## config.mk

```make
export PLATFORM = sky130hd
export DESIGN_NAME = col_burst_agen
export DESIGN_NICKNAME = d
export VERILOG_FILES = /design/src/rtl/colburst_pkg.sv /design/src/rtl/col_addr_calc.sv /design/src/rtl/burst_req_check.sv /design/src/rtl/burst_ctrl.sv /design/src/rtl/col_burst_agen.sv
export SDC_FILE = /design/constraint.sdc
export NUM_CORES = 1
export LEC_CHECK = 0
export BUFFER_PORTS_ARGS = -buffer_cell sky130_fd_sc_hd__buf_2
export CORE_ASPECT_RATIO = 0.75
export CORE_UTILIZATION = 43
export CTS_CLUSTER_DIAMETER = 120
export DETAILED_ROUTE_END_ITERATION = 12
export GPL_TIMING_DRIVEN = 0
export PLACE_DENSITY_LB_ADDON = 0.05
export SKIP_CTS_REPAIR_TIMING = 1
export SYNTH_ARGS = -nofsm -noshare
export SYNTH_HDL_FRONTEND = slang
export SYNTH_SLANG_ARGS = --single-unit
```

## constraint.sdc

```tcl
create_clock -name clk -period 3.3 [get_ports clk]
set_input_delay 0.66 -clock clk [delete_from_list [all_inputs] [get_ports clk]]
set_output_delay 0.66 -clock clk [all_outputs]
set_load 0.1 [all_outputs]
```

## src/rtl/colburst_pkg.sv

```systemverilog
package colburst_pkg;
  typedef enum logic [1:0] {
    BL_2    = 2'b00,
    BL_4    = 2'b01,
    BL_8    = 2'b10,
    BL_PAGE = 2'b11
  } burst_len_e;
endpackage

```

## src/rtl/col_addr_calc.sv

```systemverilog
module col_addr_calc
  import colburst_pkg::*;
#(
  parameter int COL_W = 8
) (
  input  logic [COL_W-1:0] base_i,
  input  logic [COL_W-1:0] beat_i,
  input  burst_len_e       len_i,
  input  logic             ilv_i,
  output logic [COL_W-1:0] col_o
);
  logic [COL_W-1:0] mask;
  logic [COL_W-1:0] seq_col;
  logic [COL_W-1:0] ilv_col;
  logic [COL_W-1:0] sum;

  genvar i;
  generate
    for (i = 0; i < COL_W; i++) begin : g_mask
      assign mask[i] = (len_i == BL_PAGE) ||
                       (32'(i) < ({30'd0, len_i} + 32'd1));
    end
  endgenerate

  assign sum     = base_i + beat_i;
  assign seq_col = (base_i & ~mask) | (sum & mask);
  assign ilv_col = base_i ^ (beat_i & mask);
  assign col_o   = ilv_i ? ilv_col : seq_col;
endmodule

```

## src/rtl/burst_req_check.sv

```systemverilog
module burst_req_check
  import colburst_pkg::*;
#(
  parameter int COL_W = 8
) (
  input  logic             start_i,
  input  logic [COL_W-1:0] start_col_i,
  input  burst_len_e       len_i,
  input  logic             ilv_i,
  output logic             go_o,
  output logic             bad_o
);
  logic refuse;
  assign refuse = (len_i == BL_PAGE) && (ilv_i || start_col_i[0]);
  assign go_o   = start_i && !refuse;
  assign bad_o  = start_i && refuse;
endmodule

```

## src/rtl/burst_ctrl.sv

```systemverilog
module burst_ctrl
  import colburst_pkg::*;
#(
  parameter int COL_W = 8
) (
  input  logic             clk,
  input  logic             rst,
  input  logic             go_i,
  input  logic             bad_i,
  input  logic             term_i,
  input  logic [COL_W-1:0] start_col_i,
  input  burst_len_e       len_i,
  input  logic             ilv_i,
  input  logic [COL_W-1:0] calc_col_i,
  output logic [COL_W-1:0] calc_base_o,
  output logic [COL_W-1:0] calc_beat_o,
  output burst_len_e       calc_len_o,
  output logic             calc_ilv_o,
  output logic [COL_W-1:0] col_o,
  output logic             valid_o,
  output logic             last_o,
  output logic             err_o
);
  logic [COL_W-1:0] base_q;
  logic [COL_W-1:0] beat_q;
  burst_len_e       len_q;
  logic             ilv_q;
  logic [COL_W-1:0] last_beat;
  logic             last_nx;
  logic             stop;

  assign calc_base_o = go_i ? start_col_i : base_q;
  assign calc_beat_o = go_i ? '0 : beat_q + 1'b1;
  assign calc_len_o  = go_i ? len_i : len_q;
  assign calc_ilv_o  = go_i ? ilv_i : ilv_q;

  assign last_beat = (COL_W'(2) << calc_len_o) - 1'b1;
  assign last_nx   = (calc_len_o != BL_PAGE) && (calc_beat_o == last_beat);
  assign stop      = valid_o && (term_i || last_o);

  always_ff @(posedge clk) begin
    if (rst) begin
      base_q  <= '0;
      beat_q  <= '0;
      len_q   <= BL_2;
      ilv_q   <= 1'b0;
      col_o   <= '0;
      valid_o <= 1'b0;
      last_o  <= 1'b0;
      err_o   <= 1'b0;
    end else begin
      err_o <= bad_i;
      if (go_i) begin
        base_q  <= start_col_i;
        len_q   <= len_i;
        ilv_q   <= ilv_i;
        beat_q  <= '0;
        col_o   <= calc_col_i;
        valid_o <= 1'b1;
        last_o  <= last_nx;
      end else if (stop) begin
        valid_o <= 1'b0;
        last_o  <= 1'b0;
      end else if (valid_o) begin
        beat_q <= calc_beat_o;
        col_o  <= calc_col_i;
        last_o <= last_nx;
      end
    end
  end
endmodule

```

## src/rtl/col_burst_agen.sv

```systemverilog
module col_burst_agen
  import colburst_pkg::*;
#(
  parameter int COL_W = 8
) (
  input  logic             clk,
  input  logic             rst,
  input  logic             start_i,
  input  logic             term_i,
  input  logic [COL_W-1:0] start_col_i,
  input  logic [1:0]       len_code_i,
  input  logic             ilv_i,
  output logic [COL_W-1:0] col_o,
  output logic             valid_o,
  output logic             last_o,
  output logic             err_o
);
  burst_len_e       len_in;
  burst_len_e       calc_len;
  logic             go;
  logic             bad;
  logic [COL_W-1:0] calc_base;
  logic [COL_W-1:0] calc_beat;
  logic [COL_W-1:0] calc_col;
  logic             calc_ilv;

  assign len_in = burst_len_e'(len_code_i);

  burst_req_check #(.COL_W(COL_W)) u_check (
    .start_i     (start_i),
    .start_col_i (start_col_i),
    .len_i       (len_in),
    .ilv_i       (ilv_i),
    .go_o        (go),
    .bad_o       (bad)
  );

  col_addr_calc #(.COL_W(COL_W)) u_calc (
    .base_i (calc_base),
    .beat_i (calc_beat),
    .len_i  (calc_len),
    .ilv_i  (calc_ilv),
    .col_o  (calc_col)
  );

  burst_ctrl #(.COL_W(COL_W)) u_ctrl (
    .clk         (clk),
    .rst         (rst),
    .go_i        (go),
    .bad_i       (bad),
    .term_i      (term_i),
    .start_col_i (start_col_i),
    .len_i       (len_in),
    .ilv_i       (ilv_i),
    .calc_col_i  (calc_col),
    .calc_base_o (calc_base),
    .calc_beat_o (calc_beat),
    .calc_len_o  (calc_len),
    .calc_ilv_o  (calc_ilv),
    .col_o       (col_o),
    .valid_o     (valid_o),
    .last_o      (last_o),
    .err_o       (err_o)
  );
endmodule

```

Yosys cells after proc, flatten, opt, wreduce, memory -nomap -nowiden
Cells that the tools add are included.
{"block": "op_classes", "n_addsub": 4, "order_cmp": 8, "n_bitwise": 7, "shifts": 1, "n_mux": 13, "eq_ne": 5, "n_reduce_logical": 22}
{"cell": "3-bit by 32-bit < comparator with 1-bit output, first input constant", "count": 4}
{"cell": "1-bit by 32-bit < comparator with 1-bit output, first input constant", "count": 2}
{"cell": "2-bit by 32-bit < comparator with 1-bit output, first input constant", "count": 2}
{"cell": "8-bit two-way mux", "count": 6}
{"cell": "8-bit AND", "count": 3}
{"cell": "1-bit logical OR", "count": 10}
{"cell": "8-bit by 1-bit adder with 8-bit output, second input constant", "count": 1}
{"cell": "8-bit adder", "count": 1}
{"cell": "8-bit equality test", "count": 1}
{"cell": "8-bit NOT", "count": 1}
{"cell": "8-bit bitwise OR", "count": 1}
{"cell": "2-bit by 2-bit << shifter with 8-bit output, first input constant", "count": 1}
{"cell": "8-bit by 1-bit subtractor with 8-bit output, second input constant", "count": 1}
{"cell": "8-bit XOR", "count": 1}
{"cell": "1-bit two-way mux", "count": 6}
{"cell": "1-bit logical AND", "count": 5}
{"cell": "2-bit equality test, second input constant", "count": 2}
{"cell": "2-bit AND reduction", "count": 2}
{"cell": "2-bit nonzero test", "count": 2}
{"cell": "2-bit by 1-bit adder with 3-bit output, second input constant", "count": 1}
{"cell": "3-bit nonzero test", "count": 1}
{"cell": "2-bit two-way mux", "count": 1}
{"cell": "2-bit by 1-bit != test with 1-bit output, second input constant", "count": 1}
{"cell": "2-bit != test, second input constant", "count": 1}
{"cell": "other kinds (3)", "count": 3}
{"block": "word_totals", "register_bits": 30, "input_bits": 15, "word_cells": 68}

Logic depth before layout (Yosys ltp)
{"block": "depth", "word_depth": 15, "depth_mapped": 13}

By module
Synthesis repeated with hierarchy kept, for this count alone.
{"block": "unflattened", "hier_cells": 228, "area_unflattened_um2": 1879.3}
{"module": "burst_ctrl", "area_each_um2": 1353.8, "instances": 1, "seq_area_each_um2": 600.6, "cells_per_inst": 153}
{"module": "col_addr_calc", "area_each_um2": 499.2, "instances": 1, "seq_area_each_um2": 0.0, "cells_per_inst": 71}
{"module": "burst_req_check", "area_each_um2": 26.3, "instances": 1, "seq_area_each_um2": 0.0, "cells_per_inst": 4}

Worst setup path after synthesis
Ideal clock, no wire load.
{"block": "synth_path", "kind": "input to register", "from": "in ilv_i", "to": "reg u_ctrl.col_o[4]", "arrival_ns": 3.154, "setup_time_ns": 0.071, "required_time_ns": 3.229, "path_stages": 12, "path_buffers": 1, "path_slack_ns": 0.076, "cell_sequence": "o211a_2 nor2_4 buf_2 nor2_1 ha_1 ha_1 a21o_1 maj3_2 a311o_1 xnor2_1 a221o_1 a21oi_1"}
{"element": "start: declaration", "line": "col_burst_agen.sv:12", "source": "input logic ilv_i,"}
{"element": "1-bit logical OR *", "line": "burst_req_check.sv:14", "source": "assign refuse = (len_i == BL_PAGE) && (ilv_i || start_col_i[0]);"}
{"element": "1-bit logical AND *", "line": "burst_req_check.sv:14"}
{"element": "1-bit logical NOT *", "line": "burst_req_check.sv:15", "source": "assign go_o = start_i && !refuse;"}
{"element": "1-bit logical AND *", "line": "burst_req_check.sv:15"}
{"element": "8-bit two-way mux *", "line": "burst_ctrl.sv:33", "source": "assign calc_beat_o = go_i ? '0 : beat_q + 1'b1;"}
{"element": "net calc_beat[0]", "line": "col_burst_agen.sv:23", "source": "logic [COL_W-1:0] calc_beat;"}
{"element": "8-bit adder *", "line": "col_addr_calc.sv:25", "source": "assign sum = base_i + beat_i;"}
{"element": "8-bit AND *", "line": "col_addr_calc.sv:26", "source": "assign seq_col = (base_i & ~mask) | (sum & mask);"}
{"element": "8-bit bitwise OR *", "line": "col_addr_calc.sv:26"}
{"element": "8-bit two-way mux *", "line": "col_addr_calc.sv:28", "source": "assign col_o = ilv_i ? ilv_col : seq_col;"}
{"element": "8-bit two-way mux", "line": "burst_ctrl.sv:64", "source": "end else if (valid_o) begin"}
{"element": "8-bit two-way mux", "line": "burst_ctrl.sv:61", "source": "end else if (stop) begin"}
{"element": "8-bit two-way mux *", "line": "burst_ctrl.sv:53", "source": "if (go_i) begin"}
{"element": "end signal: assignment", "line": "burst_ctrl.sv:58", "source": "col_o <= calc_col_i;"}
{"element": "end signal: assignment", "line": "burst_ctrl.sv:66", "source": "col_o <= calc_col_i;"}
{"element": "end: declaration", "line": "burst_ctrl.sv:19", "source": "output logic [COL_W-1:0] col_o,"}
Mark *: on every way through the listed nets, which the timed path passes. The rest lies on a longest branch. The select of a mux whose other input is x is not followed.
A chain may end at the register's enable or synchronous reset.

Worst setup path after layout
{"block": "layout_path", "from": "in ilv_i", "to": "reg u_ctrl.col_o[4]"}
{"element": "1-bit logical OR *", "line": "burst_req_check.sv:14"}
{"element": "1-bit logical AND *", "line": "burst_req_check.sv:14"}
{"element": "1-bit logical NOT *", "line": "burst_req_check.sv:15"}
{"element": "1-bit logical AND *", "line": "burst_req_check.sv:15"}
{"element": "8-bit two-way mux *"}
{"element": "net calc_base[0]", "line": "col_burst_agen.sv:22", "source": "logic [COL_W-1:0] calc_base;"}
{"element": "8-bit adder *", "line": "col_addr_calc.sv:25"}
{"element": "8-bit AND *", "line": "col_addr_calc.sv:26"}
{"element": "8-bit bitwise OR *", "line": "col_addr_calc.sv:26"}
{"element": "8-bit two-way mux *", "line": "col_addr_calc.sv:28"}
{"element": "8-bit two-way mux", "line": "burst_ctrl.sv:64"}
{"element": "8-bit two-way mux", "line": "burst_ctrl.sv:61"}
{"element": "8-bit two-way mux *", "line": "burst_ctrl.sv:53"}
Marks and branches as above.

==> results <==
- The run finished with clean final reports.
- Counting flops with a built-in enable in the synthesized netlist gives 0.
- In this design, the stage delay of the slowest critical-path cell is 0.39 ns.
- The switching component of the power is 0.328 mW.
- The arrival time at the worst endpoint is 3.43 ns.
- The pin count of the biggest net entering global routing is 11.
- The cell area after synthesis is 0.00197 mm².
- Leaving out fill and tap cells, the most frequent cell in the layout is nor2_1.
- The area added between synthesis and finish is 17.1%.
- At the pin with the least slew margin, the transition time is 0.774 ns.
- The die width is 80.2 µm.
- The floorplan step set the die height to 60.6 µm.
- The wire length of the first global-routing pass is 8.36 mm.
- The commonest register cell after synthesis is dfxtp_1.
- For this run, the top clock speed supported by timing is 310 MHz.
- The post-detailed-route via-to-cell ratio is 5.72.
- After floorplanning, the core was sized to cover 0.00423 mm².
- The count of different cell masters after synthesis is 61.
- Dividing total power by cell area gives a power density of 404 mW/mm².
- After floorplanning, the core was divided into 20 placement rows.
- The number of buffers added on ports is 25.
- The worst-case clock skew is 0.00461 ns.
- For this block, the initial DRC count from the detailed router was 137.
- The depth of the CTS H-tree is 2.
- The number of antenna diodes in the final layout is 0.
- Across the run, the number of max-cap violations was 0.
- In this run, flip-flops and latches consume 42.0% of the power.
- The number of nets handed over by synthesis was 264.
- The post-detailed-placement half-perimeter wirelength is 3.81 mm.
- The Yosys step of the flow raised 0 warnings.
- The clock passes through at most 2 buffers.
- After filler insertion, the fill cell instance count of the layout stands at 411.
- The maximum fanout count along the critical path is 9.
- The number of pins with negative max-slew slack in the final report was 0.
- The startpoint identified for the worst register-to-register timing path is u_ctrl.beat_q[0]$_SDFFE_PP0P_.
- Before antenna repair, the detailed router went through 5 iterations.
- Of the total power, the share spent switching nets is 35.2%.
- Summed over all cells, the static leakage comes to 0.933 nW.
- The period utilization is 97.8%.
- Yosys attributes the largest share of cell area to dfxtp_1 30%, nor2_1 6.1%, nand2_1 5.3%, ha_1 5.1%, a21oi_1 4.8%.
- The number of cells in the design after placement is 321.
- The number of global-route vias before repair is 1671.
- The critical-path cell with the highest stage delay is a311o_1.
- The worst register-to-register path ends at u_ctrl.col_o[7]$_SDFFE_PP0P_.
- The congestion estimate from routability-driven global placement came to 0.858.
- The number of remaining DRC errors is 0.
- For this run, the register share of the synthesized area comes to 30.5%.
- The flip-flop and latch count after synthesis is 30.
- For this block, the routed nets add up to 5.27 mm of wire.
- The initial antenna violation count came to 0.
- The remaining number of nets flagged by the antenna check after routing is 0.
- Synthesis produced a netlist whose cell count is 241.
- The CTS tree is yes.
- The cell type with the highest aggregate area in the netlist is dfxtp_1.
- Leaving out fill and tap cells, the most frequent cells in the layout are 32 x nor2_1, 30 x dfxtp_1, 27 x nand2_1.
- The start-to-end type of the worst setup path is input pin to register.
- The hold violation total from the final report was 0.
- After detailed routing, the average wire length per cell comes to 15.8 µm.
- Internal power comes to 0.605 mW.
- The critical path goes through buf_2 -> o211ai_4 -> nand2_4 -> nand2_1 -> nand2_1 -> ha_1 -> ha_1 -> a21o_1 -> maj3_2 -> a311o_1 -> xnor2_1 -> a221o_1 -> a21oi_1.
- The total overflow left after global routing is 0.
- The maximum vdd ir drop is 0.273 mV.
- The clock slew at the register clock pins of the worst setup and hold paths is 0.06 ns.
- The setup check on the worst reg-to-reg path leaves a slack of 0.26 ns.
- The layout net count is 301.
- The final non-filler cell total is 333.
- The worst setup path is captured at a register.
- The final hold slack is 0.455 ns.
- The startpoint type of the worst setup path is an input pin.
- The clock latency on the worst-skew pair is 0.28 ns.
- Counting flops with an async set or reset pin after synthesis yields a share of 0%.
- The clock root buffer is clkbuf_8.
- The completed layout was analyzed and its total power is 0.933 mW.
- Headroom to the max-slew limit came out at 48.2%.
- The worst reg-to-reg path cell count is 11.
- The shortest period the worst path allows is 3.23 ns.
- The worst-case hold path end point is u_ctrl.col_o[0]$_SDFFE_PP0P_.
- The floorplan die area is 0.00486 mm².
- The data required time at the worst endpoint is 3.51 ns.
- The number of cells on the worst hold path is 2.
- The combinational share of power is 28.5%.
- In this run the most critical hold path is launched from u_ctrl.col_o[0]$_SDFFE_PP0P_.
- The portion of total power attributed to the clock network is 29.4%.
- The area occupied by multi-input gates is 0.00133 mm².
- A synthesized cell averages 8.18 µm².
- The number of placed I/O pins is 26.
- The number of clock buffers added by TritonCTS is 5.
- Setup violations remaining at the end of the flow were counted as 0.
- The area share of the largest cell type after synthesis is 30.5%.
- For this design, the sink count on the clock tree is 30.
- The area occupied by registers is 601 µm².
- The initial utilization of the core area, before any placement, comes to 46.6%.
- The total number of vias is 1904.
- The core occupancy in the finished layout is 54.6%.
- The share of post-route cells with drive strength above 1 is 20.1%.
- In the global route stage, overall resource usage came out at 23.5%.
- The class of the tightest hold or removal check is register to register.
-- metal layers --
layer	part of all wire [%]	track usage (%)
met1	51	33.3
met3	7.0	5.26
met4	1.1	8.93
met2	41	35.2
met5	0	0
-- power by group through the flow --
stage | Sequential (mW) | Combinational (mW) | Clock, mW
final | 0.392 | 0.266 | 0.275
after global routing | 0.394 | 0.286 | 0.295
after CTS | 0.392 | 0.254 | 0.282
after detailed placement | 0.400 | 0.253 | 0
after global placement | 0.399 | 0.253 | 0
after floorplan | 0.475 | 0.119 | 0
-- flip-flops by register name (all words and copies together) (netlist names) --
signal / count
u_ctrl.base_q: 8
u_ctrl.beat_q: 8
u_ctrl.col_o: 8
u_ctrl.err_o: 1
u_ctrl.ilv_q: 1
u_ctrl.last_o: 1
u_ctrl.len_q: 2
u_ctrl.valid_o: 1
-- final cells by class --
cell class                 instances  area share (%)
sequential                        30            26.0
tap                               55            2.98
inverter                           7            1.14
multi-input combinational        197            57.7
timing repair buffer              30            7.05
buffer                             7            1.79
clock buffer                       7            3.31
-- Yosys cell counts (2+ instances only) --
cell and instances:
or2_1 2, clkbuf_1 4, and3_1 3, mux2i_1 7
nor2_2 2, nand4_1 4, nand2_1 28, a21o_1 3
nor3_1 3, ha_1 8, nand2b_1 8, or3_1 3
and2_1 2, a311oi_1 2, inv_2 2, xor2_1 4
buf_4 2, o21ai_0 11, nand3_1 7, inv_1 4
nor2_1 32, o22ai_1 2, a21oi_1 19, a311o_1 3
o221ai_2 2, maj3_1 2, xnor2_1 6, nand4bb_1 2
nand3b_1 3, dfxtp_1 30
-- stage by stage --
stage / TNS (ns) / setup slack (ns) / instance area [µm²]
2_1_floorplan: 0 / 0.0756 / 1970
3_3_place_gp: -1.42 / -0.450 / 2160
3_5_place_dp: -1.34 / -0.430 / 2160
4_1_cts: -0.171 / -0.134 / 2240
5_1_grt: -0.0256 / -0.0233 / 2310
6_report: 0 / 0.0720 / 2310
-- logic make-up after synthesis --
| logic type | after synthesis | synth area share (%) |
|---|---|---|
| buffers and inverters | 14 | 3.11 |
| adders and majority gates | 11 | 6.67 |
| xor gates and xnor gates | 10 | 4.44 |
| DFF | 30 | 30.5 |
| and+or+nand+nor | 105 | 26.5 |
| AOI/OAI and AO/OA | 63 | 24.6 |
| muxes | 8 | 4.13 |
-- worst max-delay path: cells and delay by family --
family                   cells  cell delay [ns]
adder cells (fa/ha/maj)      3             0.78
XOR/XNOR                     1             0.15
AND/OR/NAND/NOR              3             0.35
buffers and inverters        1             0.15
AO/OA/AOI/OAI                5             1.35
-- worst max path at each step --
stage	start	endpoint	slack, ns	depth (start not counted)
2_1_floorplan	ilv_i	u_ctrl.col_o[4]$_SDFFE_PP0P_	0.08	12
3_3_place_gp	ilv_i	u_ctrl.col_o[4]$_SDFFE_PP0P_	-0.45	13
3_5_place_dp	ilv_i	u_ctrl.col_o[4]$_SDFFE_PP0P_	-0.43	13
4_1_cts	ilv_i	u_ctrl.col_o[4]$_SDFFE_PP0P_	-0.13	13
5_1_grt	ilv_i	u_ctrl.col_o[7]$_SDFFE_PP0P_	-0.02	13
6_report	ilv_i	u_ctrl.col_o[4]$_SDFFE_PP0P_	0.07	13
Power figures use the tool's default switching activity.
